## src/rtl/sw_link_rx_pkg.sv

```systemverilog
package sw_link_rx_pkg;

    localparam int BYTE_W    = 8;
    localparam int SYNC_PADS = 3;
    localparam int PAD_W     = $clog2(SYNC_PADS + 1);
    localparam int SLOT_W    = 4;

    typedef enum logic [2:0] {
        ST_IDLE  = 3'd0,
        ST_HIGH  = 3'd1,
        ST_BITS  = 3'd2,
        ST_GAP   = 3'd3,
        ST_AFTER = 3'd4
    } rx_state_e;

    typedef struct packed {
        logic              last;
        logic [BYTE_W-1:0] data;
    } beat_t;

endpackage

```

## src/rtl/sw_rx_framer.sv

```systemverilog
module sw_rx_framer
    import sw_link_rx_pkg::*;
#(
    parameter int CNT_W = 12
) (
    input  logic              clk_i,
    input  logic              rst_ni,
    input  logic              link_i,
    input  logic              en_i,
    input  logic              tx_busy_i,
    input  logic              start_ack_i,
    input  logic [CNT_W-1:0]  pad_len_i,
    input  logic [CNT_W-1:0]  bit_len_i,
    input  logic [CNT_W-1:0]  accept_len_i,
    output logic              byte_vld_o,
    output logic [BYTE_W-1:0] byte_o,
    output logic              byte_ack_o,
    output logic              frame_end_o,
    output logic              abort_o,
    output logic              busy_o,
    output logic              ack_armed_o
);

    typedef struct packed {
        rx_state_e         st;
        logic [CNT_W-1:0]  cnt;
        logic [SLOT_W-1:0] slot;
        logic [PAD_W-1:0]  pads;
        logic              synced;
        logic              ack;
        logic [BYTE_W-1:0] sh;
    } fr_t;

    fr_t q, d;

    logic             armed;
    logic             go_idle;
    logic [PAD_W-1:0] need;
    logic [PAD_W-1:0] pads_inc;
    logic [CNT_W-1:0] cnt_up;
    logic [CNT_W-1:0] half;
    logic [CNT_W-1:0] bit_last;
    logic [CNT_W-1:0] pad_last;

    always_comb begin
        d           = q;
        byte_vld_o  = 1'b0;
        byte_o      = q.sh;
        byte_ack_o  = 1'b0;
        frame_end_o = 1'b0;
        abort_o     = 1'b0;
        go_idle     = 1'b0;

        armed    = q.ack | start_ack_i | (en_i & ~tx_busy_i);
        need     = (q.synced | q.ack) ? PAD_W'(1) : PAD_W'(SYNC_PADS);
        pads_inc = q.pads + PAD_W'(1);
        cnt_up   = (&q.cnt) ? q.cnt : q.cnt + CNT_W'(1);
        half     = bit_len_i >> 1;
        bit_last = bit_len_i - CNT_W'(1);
        pad_last = pad_len_i - CNT_W'(1);

        unique case (q.st)
            ST_IDLE: begin
                if (start_ack_i) d.ack = 1'b1;
                if (link_i && armed) begin
                    d.st   = ST_HIGH;
                    d.cnt  = CNT_W'(1);
                    d.pads = '0;
                end
            end
            ST_HIGH: begin
                if (link_i) begin
                    d.cnt = cnt_up;
                end else if (q.cnt >= accept_len_i) begin
                    d.st   = ST_BITS;
                    d.cnt  = CNT_W'(1);
                    d.slot = '0;
                end else begin
                    abort_o = 1'b1;
                    go_idle = 1'b1;
                end
            end
            ST_BITS: begin
                d.cnt = cnt_up;
                if (q.cnt == half) begin
                    if (q.slot == '0) begin
                        if (link_i) begin
                            abort_o = 1'b1;
                            go_idle = 1'b1;
                        end else begin
                            d.pads = pads_inc;
                            if (pads_inc < need) begin
                                d.st  = ST_GAP;
                                d.cnt = '0;
                            end
                        end
                    end else begin
                        d.sh = {link_i, q.sh[BYTE_W-1:1]};
                    end
                end
                if (!go_idle && d.st == ST_BITS && q.cnt == bit_last) begin
                    d.cnt  = '0;
                    d.slot = q.slot + SLOT_W'(1);
                    if (q.slot == SLOT_W'(BYTE_W)) begin
                        byte_vld_o = 1'b1;
                        byte_o     = d.sh;
                        if (q.ack) begin
                            byte_ack_o = 1'b1;
                            go_idle    = 1'b1;
                        end else begin
                            d.st     = ST_AFTER;
                            d.pads   = '0;
                            d.synced = 1'b1;
                            d.slot   = '0;
                        end
                    end
                end
            end
            ST_GAP, ST_AFTER: begin
                if (link_i) begin
                    d.st  = ST_HIGH;
                    d.cnt = CNT_W'(1);
                end else if (q.cnt == pad_last) begin
                    go_idle = 1'b1;
                    if (q.st == ST_AFTER) frame_end_o = 1'b1;
                    else                  abort_o     = 1'b1;
                end else begin
                    d.cnt = cnt_up;
                end
            end
            default: go_idle = 1'b1;
        endcase

        if (go_idle) begin
            d.st     = ST_IDLE;
            d.cnt    = '0;
            d.slot   = '0;
            d.pads   = '0;
            d.synced = 1'b0;
            d.ack    = 1'b0;
        end
    end

    always_ff @(posedge clk_i or negedge rst_ni) begin
        if (!rst_ni) q <= '0;
        else         q <= d;
    end

    assign busy_o      = (q.st != ST_IDLE);
    assign ack_armed_o = q.ack;

endmodule

```

## src/rtl/sw_rx_tail.sv

```systemverilog
module sw_rx_tail
    import sw_link_rx_pkg::*;
(
    input  logic              clk_i,
    input  logic              rst_ni,
    input  logic              byte_vld_i,
    input  logic [BYTE_W-1:0] byte_i,
    input  logic              byte_ack_i,
    input  logic              frame_end_i,
    input  logic              abort_i,
    output logic              push_o,
    output beat_t             beat_o
);

    typedef struct packed {
        logic              held;
        logic [BYTE_W-1:0] data;
    } tail_t;

    tail_t q, d;

    always_comb begin
        d      = q;
        push_o = 1'b0;
        beat_o = '{last: 1'b0, data: q.data};
        if (byte_vld_i) begin
            if (byte_ack_i) begin
                push_o = 1'b1;
                beat_o = '{last: 1'b1, data: byte_i};
            end else begin
                push_o = q.held;
                d.data = byte_i;
                d.held = 1'b1;
            end
        end else if (frame_end_i) begin
            push_o      = q.held;
            beat_o.last = 1'b1;
            d.held      = 1'b0;
        end else if (abort_i) begin
            d.held = 1'b0;
        end
    end

    always_ff @(posedge clk_i or negedge rst_ni) begin
        if (!rst_ni) q <= '0;
        else         q <= d;
    end

endmodule

```

## src/rtl/sw_rx_fifo.sv

```systemverilog
module sw_rx_fifo
    import sw_link_rx_pkg::*;
#(
    parameter int DEPTH = 2
) (
    input  logic  clk_i,
    input  logic  rst_ni,
    input  logic  push_i,
    input  beat_t beat_i,
    input  logic  pop_i,
    output logic  valid_o,
    output beat_t beat_o
);

    localparam int PTR_W = (DEPTH > 1) ? $clog2(DEPTH) : 1;
    localparam int OCC_W = $clog2(DEPTH + 1);

    typedef struct packed {
        beat_t [DEPTH-1:0] mem;
        logic  [PTR_W-1:0] wr;
        logic  [PTR_W-1:0] rd;
        logic  [OCC_W-1:0] occ;
    } fifo_t;

    fifo_t q, d;
    logic  take, give;

    function automatic logic [PTR_W-1:0] step(input logic [PTR_W-1:0] p);
        return (p == PTR_W'(DEPTH - 1)) ? '0 : p + PTR_W'(1);
    endfunction

    always_comb begin
        d    = q;
        take = push_i && (q.occ != OCC_W'(DEPTH));
        give = pop_i && (q.occ != '0);
        if (take) begin
            d.mem[q.wr] = beat_i;
            d.wr        = step(q.wr);
        end
        if (give) d.rd = step(q.rd);
        unique case ({take, give})
            2'b10:   d.occ = q.occ + OCC_W'(1);
            2'b01:   d.occ = q.occ - OCC_W'(1);
            default: d.occ = q.occ;
        endcase
    end

    always_ff @(posedge clk_i or negedge rst_ni) begin
        if (!rst_ni) q <= '0;
        else         q <= d;
    end

    assign valid_o = (q.occ != '0);
    assign beat_o  = q.mem[q.rd];

endmodule

```

## src/rtl/sw_link_rx.sv

```systemverilog
module sw_link_rx
    import sw_link_rx_pkg::*;
#(
    parameter int DEPTH  = 2,
    parameter int CNT_W  = 12,
    parameter int USER_W = 2
) (
    input  logic              clk_i,
    input  logic              rst_ni,
    input  logic              link_i,
    input  logic              rx_en_i,
    input  logic              tx_busy_i,
    input  logic              start_ack_i,
    input  logic [CNT_W-1:0]  pad_len_i,
    input  logic [CNT_W-1:0]  bit_len_i,
    input  logic [CNT_W-1:0]  accept_len_i,
    output logic              m_tvalid_o,
    input  logic              m_tready_i,
    output logic [BYTE_W-1:0] m_tdata_o,
    output logic              m_tlast_o,
    output logic              m_tkeep_o,
    output logic [USER_W-1:0] m_tuser_o,
    output logic              rx_busy_o
);

    logic              byte_vld, byte_ack, frame_end, abort, push, ack_armed;
    logic [BYTE_W-1:0] byte_val;
    beat_t             push_beat, head;

    sw_rx_framer #(.CNT_W(CNT_W)) u_framer (
        .clk_i        (clk_i),
        .rst_ni       (rst_ni),
        .link_i       (link_i),
        .en_i         (rx_en_i),
        .tx_busy_i    (tx_busy_i),
        .start_ack_i  (start_ack_i),
        .pad_len_i    (pad_len_i),
        .bit_len_i    (bit_len_i),
        .accept_len_i (accept_len_i),
        .byte_vld_o   (byte_vld),
        .byte_o       (byte_val),
        .byte_ack_o   (byte_ack),
        .frame_end_o  (frame_end),
        .abort_o      (abort),
        .busy_o       (rx_busy_o),
        .ack_armed_o  (ack_armed)
    );

    sw_rx_tail u_tail (
        .clk_i       (clk_i),
        .rst_ni      (rst_ni),
        .byte_vld_i  (byte_vld),
        .byte_i      (byte_val),
        .byte_ack_i  (byte_ack),
        .frame_end_i (frame_end),
        .abort_i     (abort),
        .push_o      (push),
        .beat_o      (push_beat)
    );

    sw_rx_fifo #(.DEPTH(DEPTH)) u_fifo (
        .clk_i   (clk_i),
        .rst_ni  (rst_ni),
        .push_i  (push),
        .beat_i  (push_beat),
        .pop_i   (m_tready_i),
        .valid_o (m_tvalid_o),
        .beat_o  (head)
    );

    assign m_tdata_o = head.data;
    assign m_tlast_o = head.last;
    assign m_tkeep_o = 1'b1;
    assign m_tuser_o = '0;

endmodule

```

## config.mk

```make
export PLATFORM = sky130hd
export DESIGN_NAME = sw_link_rx
export DESIGN_NICKNAME = d
export VERILOG_FILES = /design/src/rtl/sw_link_rx_pkg.sv /design/src/rtl/sw_rx_framer.sv /design/src/rtl/sw_rx_tail.sv /design/src/rtl/sw_rx_fifo.sv /design/src/rtl/sw_link_rx.sv
export SDC_FILE = /design/constraint.sdc
export NUM_CORES = 1
export LEC_CHECK = 0
export BUFFER_PORTS_ARGS = -buffer_cell sky130_fd_sc_hd__buf_2
export CAP_MARGIN = 20
export CORE_MARGIN = 10
export CORE_UTILIZATION = 30
export DETAILED_ROUTE_END_ITERATION = 6
export MAX_ROUTING_LAYER = met4
export PLACE_DENSITY_LB_ADDON = 0.3
export SETUP_SLACK_MARGIN = 0.05
export SLEW_MARGIN = 5
export SYNTH_ARGS = -nofsm -noshare
export SYNTH_HDL_FRONTEND = slang
export SYNTH_SLANG_ARGS = --single-unit
```

## constraint.sdc

```tcl
create_clock -name clk_i -period 3.55 [get_ports clk_i]
set_clock_uncertainty 0.1 [all_clocks]
set_input_delay 0.1775 -clock clk_i [delete_from_list [all_inputs] [get_ports clk_i]]
set_output_delay 0.1775 -clock clk_i [all_outputs]
set_load 0.05 [all_outputs]
```

# Word-level counts from Yosys, hierarchy flattened
# Index checks and enable logic that the tools add are counted.
[word_totals]
register_bits = 62
latchBits = 0
mem_bits_rw = 0
romBits = 0
input_bits = 43
output_inout_bits = 14
wordCells = 170
memories = 0
[classes]
n_addsub = 9
n_mul = 0
div = 0
magnitude_cmp = 5
n_eq_ne = 21
shifts = 0
muxes = 82
bitwise_logic = 6
n_reduce_logical = 31
[ops]
columns = ["cell", "count"]
rows = [
  ["2-to-1 mux 15 bit", 6],
  ["one-hot mux 15 bit (4 select lines)", 1],
  ["2-to-1 mux 12 bit", 4],
  ["2-to-1 mux 8 bit", 6],
  ["2-to-1 mux 9 bit", 5],
  ["2-to-1 mux 1 bit", 38],
  ["equality test 12 bit", 2],
  ["subtractor 12 x 1 -> 12 bit, second input constant", 2],
  ["2-to-1 mux 23 bit", 1],
  ["2-to-1 mux 22 bit", 1],
  ["2-to-1 mux 19 bit", 1],
  ["bitwise mux 18 bit", 1],
  ["2-to-1 mux 7 bit", 2],
  ["nonzero test 2 bit", 7],
  ["adder 12 x 1 -> 12 bit, second input constant", 1],
  ["equality test 12 x 11 -> 1 bit", 1],
  ["greater-or-equal comparator 12 bit", 1],
  ["2-to-1 mux 3 bit", 4],
  ["AND reduction 12 bit", 1],
  ["AND reduction 4 bit", 3],
  ["nonzero test 3 bit", 4],
  ["2-to-1 mux 2 bit", 5],
  ["demux 9 bit (select 1 bit)", 1],
  ["equality test 3 x 2 -> 1 bit, second input constant", 3],
  ["other kinds (33)", 53],
]

# Longest topological paths before layout
[logic_depth]
word_depth = 18
ltp_mapped = 16
mapped_depth_nobuf = 14

# Hierarchy
# A second synthesis with hierarchy kept.
[hier_totals]
cells_unflattened = 517
area_unflattened_um2 = 4901.0
[by_module_without_submodules]
columns = ["module", "instances", "cells_each", "area_per_inst_um2", "seq_area_each_um2"]
rows = [
  ["sw_rx_framer", 1, 412, 3296.9, 775.7],
  ["sw_rx_fifo", 1, 65, 1059.8, 550.5],
  ["sw_rx_tail", 1, 35, 514.2, 225.2],
  ["sw_link_rx", 1, 5, 30.0, 0.0],
]

# Worst setup path after synthesis
# No wires, ideal clock.
[synth_timing]
path_type = "input -> register"
start = "in bit_len_i[0]"
end = "reg u_fifo.q[1] (netlist name)"
setup_ns = 0.079
arrival_time_ns = 2.991
required_time_ns = 3.371
path_slack_ns = 0.380
path_stages = 15
path_buffers = 2
cell_sequence = "clkbuf_1 inv_1 ha_1 clkbuf_1 nor4_1 and4_1 a311oi_1 a32o_1 nor4_1 nand2_1 o22ai_1 nand2_1 ha_1 nor2_1 xor2_1"
[synth_between]
elab_chain_cells = 10
elab_cells_between_ends = 14
classes_between = "add/sub: 1; eq/ne: 3; mux: 7; reduce/logical: 3"
[synth_lines]
columns = ["element", "line_no", "text"]
rows = [
  ["from (decl)", "sw_link_rx.sv:15", "input logic [CNT_W-1:0] bit_len_i,"],
  ["subtractor 12 x 1 -> 12 bit (*)", "sw_rx_framer.sv:59", "bit_last = bit_len_i - CNT_W'(1);"],
  ["equality test 12 bit (*)", "sw_rx_framer.sv:101", "if (!go_idle && d.st == ST_BITS && q.cnt == bit_last) begin"],
  ["logical AND 1 bit (*)", "sw_rx_framer.sv:101", ""],
  ["2-to-1 mux 1 bit", "sw_rx_framer.sv:101", ""],
  ["2-to-1 mux 1 bit", "sw_rx_framer.sv:62", "unique case (q.st)"],
  ["2-to-1 mux 1 bit", "sw_rx_tail.sv:27", "if (byte_ack_i) begin"],
  ["2-to-1 mux 1 bit (*)", "sw_rx_tail.sv:26", "if (byte_vld_i) begin"],
  ["logical AND 1 bit (*)", "sw_rx_fifo.sv:34", "take = push_i && (q.occ != OCC_W'(DEPTH));"],
  ["equality test 2 x 1 -> 1 bit / equality test 2 bit (equally long branches)", "sw_rx_fifo.sv:41", "unique case ({take, give})"],
  ["one-hot mux 2 bit (2 select lines) / nonzero test 2 bit (equally long branches)", "--", ""],
  ["to (signal assigned)", "sw_rx_fifo.sv:49", "if (!rst_ni) q <= '0;"],
  ["to (signal assigned)", "sw_rx_fifo.sv:50", "else q <= d;"],
  ["to (decl)", "sw_rx_fifo.sv:25", "fifo_t q, d;"],
]
# Every way passes the cells marked *; elsewhere a longest branch is shown, timed or not.
# A chain may end at the register's enable or synchronous reset.

# Worst setup path in the final report
[layout_timing]
start = "reg u_framer.q[21] (netlist name)"
end = "reg u_fifo.q[1] (netlist name)"
[layout_between]
elab_chain_cells = 13
elab_cells_between_ends = 26
classes_between = "eq/ne: 6; mux: 15; reduce/logical: 5"
[layout_lines]
columns = ["element", "line_no", "text"]
rows = [
  ["from (decl)", "sw_rx_framer.sv:34", "fr_t q, d;"],
  ["from (signal assigned)", "sw_rx_framer.sv:145", "if (!rst_ni) q <= '0;"],
  ["from (signal assigned)", "sw_rx_framer.sv:146", "else q <= d;"],
  ["equality test 12 x 11 -> 1 bit", "sw_rx_framer.sv:85", "if (q.cnt == half) begin"],
  ["2-to-1 mux 15 bit / 2-to-1 mux 1 bit (equally long branches)", "sw_rx_framer.sv:85", ""],
  ["2-to-1 mux 15 bit / 2-to-1 mux 1 bit (equally long branches)", "sw_rx_framer.sv:62", ""],
  ["equality test 3 x 2 -> 1 bit / zero test 1 bit (equally long branches)", "sw_rx_framer.sv:101", ""],
  ["logical AND 1 bit (2 in a row)", "sw_rx_framer.sv:101", ""],
  ["2-to-1 mux 1 bit", "sw_rx_framer.sv:101", ""],
  ["2-to-1 mux 1 bit", "sw_rx_framer.sv:62", ""],
  ["2-to-1 mux 1 bit", "sw_rx_tail.sv:27", ""],
  ["2-to-1 mux 1 bit (*)", "sw_rx_tail.sv:26", ""],
  ["logical AND 1 bit (*)", "sw_rx_fifo.sv:34", ""],
  ["equality test 2 x 1 -> 1 bit / equality test 2 bit (equally long branches)", "sw_rx_fifo.sv:41", ""],
  ["one-hot mux 2 bit (2 select lines) / nonzero test 2 bit (equally long branches)", "--", ""],
]
# Every way passes the cells marked *; elsewhere a longest branch is shown, timed or not. The select of a mux whose other input is x is not followed.

==> results.md <==
* First-pass GRT wire length at 22830 um
* Worst Setup End Kind: flip-flop
* Setup TNS at 0 ns
* DRT Pass-1 Iters at 4
* Part of the power in registers at 31.1%
* Total track usage at 12.82%
* Commonest non-fill, non-tap cell in the layout: dfrtp_1
* Fraction of layout cells with a size suffix above 1 at 22.88%
* Synth unique cells at 73
* Clk network pwr share at 40.0%
* TritonCTS clock tree: done
* DIE AREA at 0.02223 mm^2
* Worst-margin pin slew at 0.6307 ns
* Clock transition at path regs at 0.06 ns
* Post-route antenna net violation count at 0
* Unrepaired setup endpoints after global routing: no
* Number of port buffers at 53
* Dpl cells at 841
* Initial Util at 30.36%
* Crit-path most repeated cell: nand2_1
* Finished Layout Cells at 858
* DR iter-0 viols at 278
* Root buf cell: clkbuf_16
* Core Util, Final at 35.84%
* Die H at 149.1 um
* Fin crit period at 3.226 ns
* Post-Layout Inst Area at 0.005901 mm^2
* Peak Freq at 0.3100 GHz
* Via count at 4510
* Via density at 5.256
* Pre-CTS setup slack at 0.1116 ns
* Post-synth EDFFs at 0
* Combinational share of power at 28.9%
* Element type at the critical path start: flip-flop
* Max-slew headroom at 57.95%
* Residual DRC at 0
* Filler instances at 1715
* Avg Cell Area, Syn at 8.605 um^2
* Clock Tree Buf Depth at 2
* Max-slew violations at 0
* Critical setup path kind: flip-flop to flip-flop
* CP Max Fanout at 13
* Status: finished, final reports clean
* CP Cell Sequence: or4_1 > a21oi_1 > o31ai_1 > nor4_1 > buf_4 > nand2_1 > o22ai_1 > nand2_1 > ha_1 > nor2_1 > xor2_1
* Wirelength, routed at 13910 um
* Final setup vio count at 0
* Pwr Total at 2.556 mW
* Internal Power at 1.705 mW
* Asr flop ratio synth at 100.0%
* Placed Area at 0.005542 mm^2
* Num CTS Buffers at 9
* Largest net degree at the start of global routing at 36
* Die width at 149.1 um
* Lkg Pwr at 2.844 nW
* Post-DP HPWL at 10800 um
* Worst Hold Class: primary input to flip-flop
* Worst path arrival time at 3.38 ns
* Gpl congestion at 0.9356
* # rows at 47
* Net count, final at 694
* Core outline area at 0.01647 mm^2
* Switching power at 851.8 uW
* Synthesized instance count at 581
* Final hold vios at 0
* ANT cells at 0
* Ys flop type: dfrtp_1
* H-tree levels at 3
* Vias in the first global route at 4483
* YS warnings at 0
* Cell Area, Synth at 0.005000 mm^2
* Skew-Pair Late Insertion Delay at 0.34 ns
* Grt ovf at 0
* Cell Pwr Density at 433.2 mW/mm^2
* Layout area overhead at 18.02%
* Required @ worst endpoint at 3.70 ns
* Max Cap Viol at 0
* Tcrit/Tclk final at 90.87%
* Max stage delay on crit path at 0.52 ns
* Slack of the critical path at 0.3242 ns
* Antenna violations before repair at 0
* Most frequent cells in the layout: 60 x dfrtp_1, 53 x buf_2, 48 x nand2_1
* Worst path slowest cell: dfrtp_2
* WL per Instance at 16.21 um
* Worst Hold Margin at 0.006482 ns
* Max rail drop VDD at 0.2161 mV
* Clock sinks at 62
* Switching Fraction at 33.32%
* Sequential area share after synthesis at 31.03%
* Synthesized flop and latch total at 62
* IO Pins at 57
worst max-delay path, delay by kind of cell (launching register included):
kind / cells / cell delay, ns
AND/OR/NAND/NOR: 5 / 1.13
AO/OA/AOI/OAI: 3 / 0.73
flip-flops: 1 / 0.52
adder cells (fa/ha/maj): 1 / 0.34
buffers and inverters: 1 / 0.18
XOR/XNOR: 1 / 0.15
logic make-up after synthesis:
logic type | count (synthesis) | synth area share (%)
and+or+nand+nor | 222 | 24.22
buffers and inverters | 76 | 6.431
adders and majority gates | 18 | 4.505
other | 2 | 0.1502
AOI/OAI and AO/OA | 111 | 15.72
muxes | 49 | 10.76
DFF | 62 | 31.03
xor gates and xnor gates | 41 | 7.182
flip-flops by register name (all words and copies together) (netlist names):
signal	flops
u_tail.q	9
u_fifo.q	22
u_framer.q	30
u_framer.ack_armed_o	1
final timing paths:
| path | start | endpoint | slack, ns | cells after the start |
|---|---|---|---|---|
| worst min-delay path | start_ack_i | u_framer.ack_armed_o | 0.006 | 3 |
| worst max register to register | u_framer.q[21] | u_fifo.q[1] | 0.32 | 11 |
| min in group asynchronous | rst_ni | u_fifo.q[19] | 0.30 | 2 |
| max in group asynchronous | rst_ni | u_framer.q[19] | 2.08 | 3 |
| worst min register to register | u_fifo.q[1] | u_fifo.q[1] | 0.40 | 1 |
| worst max-delay path | u_framer.q[21] | u_fifo.q[1] | 0.32 | 11 |
area by class of cell:
| cell class | count | area, um^2 | share of cell area (%) |
|---|---|---|---|
| Multi-Input combinational cell | 444 | 3131 | 53.05 |
| Sequential cell | 62 | 1554 | 26.34 |
| Timing Repair Buffer | 77 | 447.9 | 7.591 |
| Tap cell | 220 | 275.3 | 4.665 |
| Clock buffer | 9 | 225.2 | 3.817 |
| Inverter | 39 | 146.4 | 2.481 |
| Clock inverter | 7 | 121.4 | 2.057 |
power groups by stage:
stage	clock network [mW]	logic (mW)	registers (mW)
finish	1.02	0.738	0.795
global route	1.07	0.819	0.800
CTS	1.05	0.737	0.793
detailed placement	0	0.733	0.806
global placement	0	0.722	0.807
floorplan	0	0.547	0.768
what timing repair did:
item | 4_1_cts | 5_1_grt
setup endpoints to repair | 0 | 1
hold buffers | 1 | 0
hold endpoints to repair | 27 | 0
setup buffers | 0 | 0
resized for setup | 0 | 2
metal layers:
layer | global-route usage [%] | up-vias | part of all wire [%]
met5 | - | - | 0
met4 | 3.729 | 0 | 1.1
met3 | 2.306 | 10 | 4.8
met2 | 20.31 | 130 | 48
met1 | 16.34 | 2190 | 46
li1 | - | 2180 | -
Yosys cell counts, drive strengths merged (10+ instances only):
cell type / n / area (um^2)
mux2: 35 / 397.9
nor2: 43 / 161.4
ha: 18 / 225.2
dfrtp: 62 / 1551
nand2b: 10 / 62.56
inv: 39 / 146.4
nor4: 11 / 83.83
a21oi: 25 / 128.9
clkbuf: 23 / 86.33
buf: 14 / 88.83
nand2: 48 / 180.2
mux2i: 14 / 140.1
nand3: 20 / 100.1
xor2: 22 / 192.7
o21ai: 20 / 100.1
xnor2: 19 / 166.4
nor3: 25 / 125.1
(Power assumes the default switching activity.)
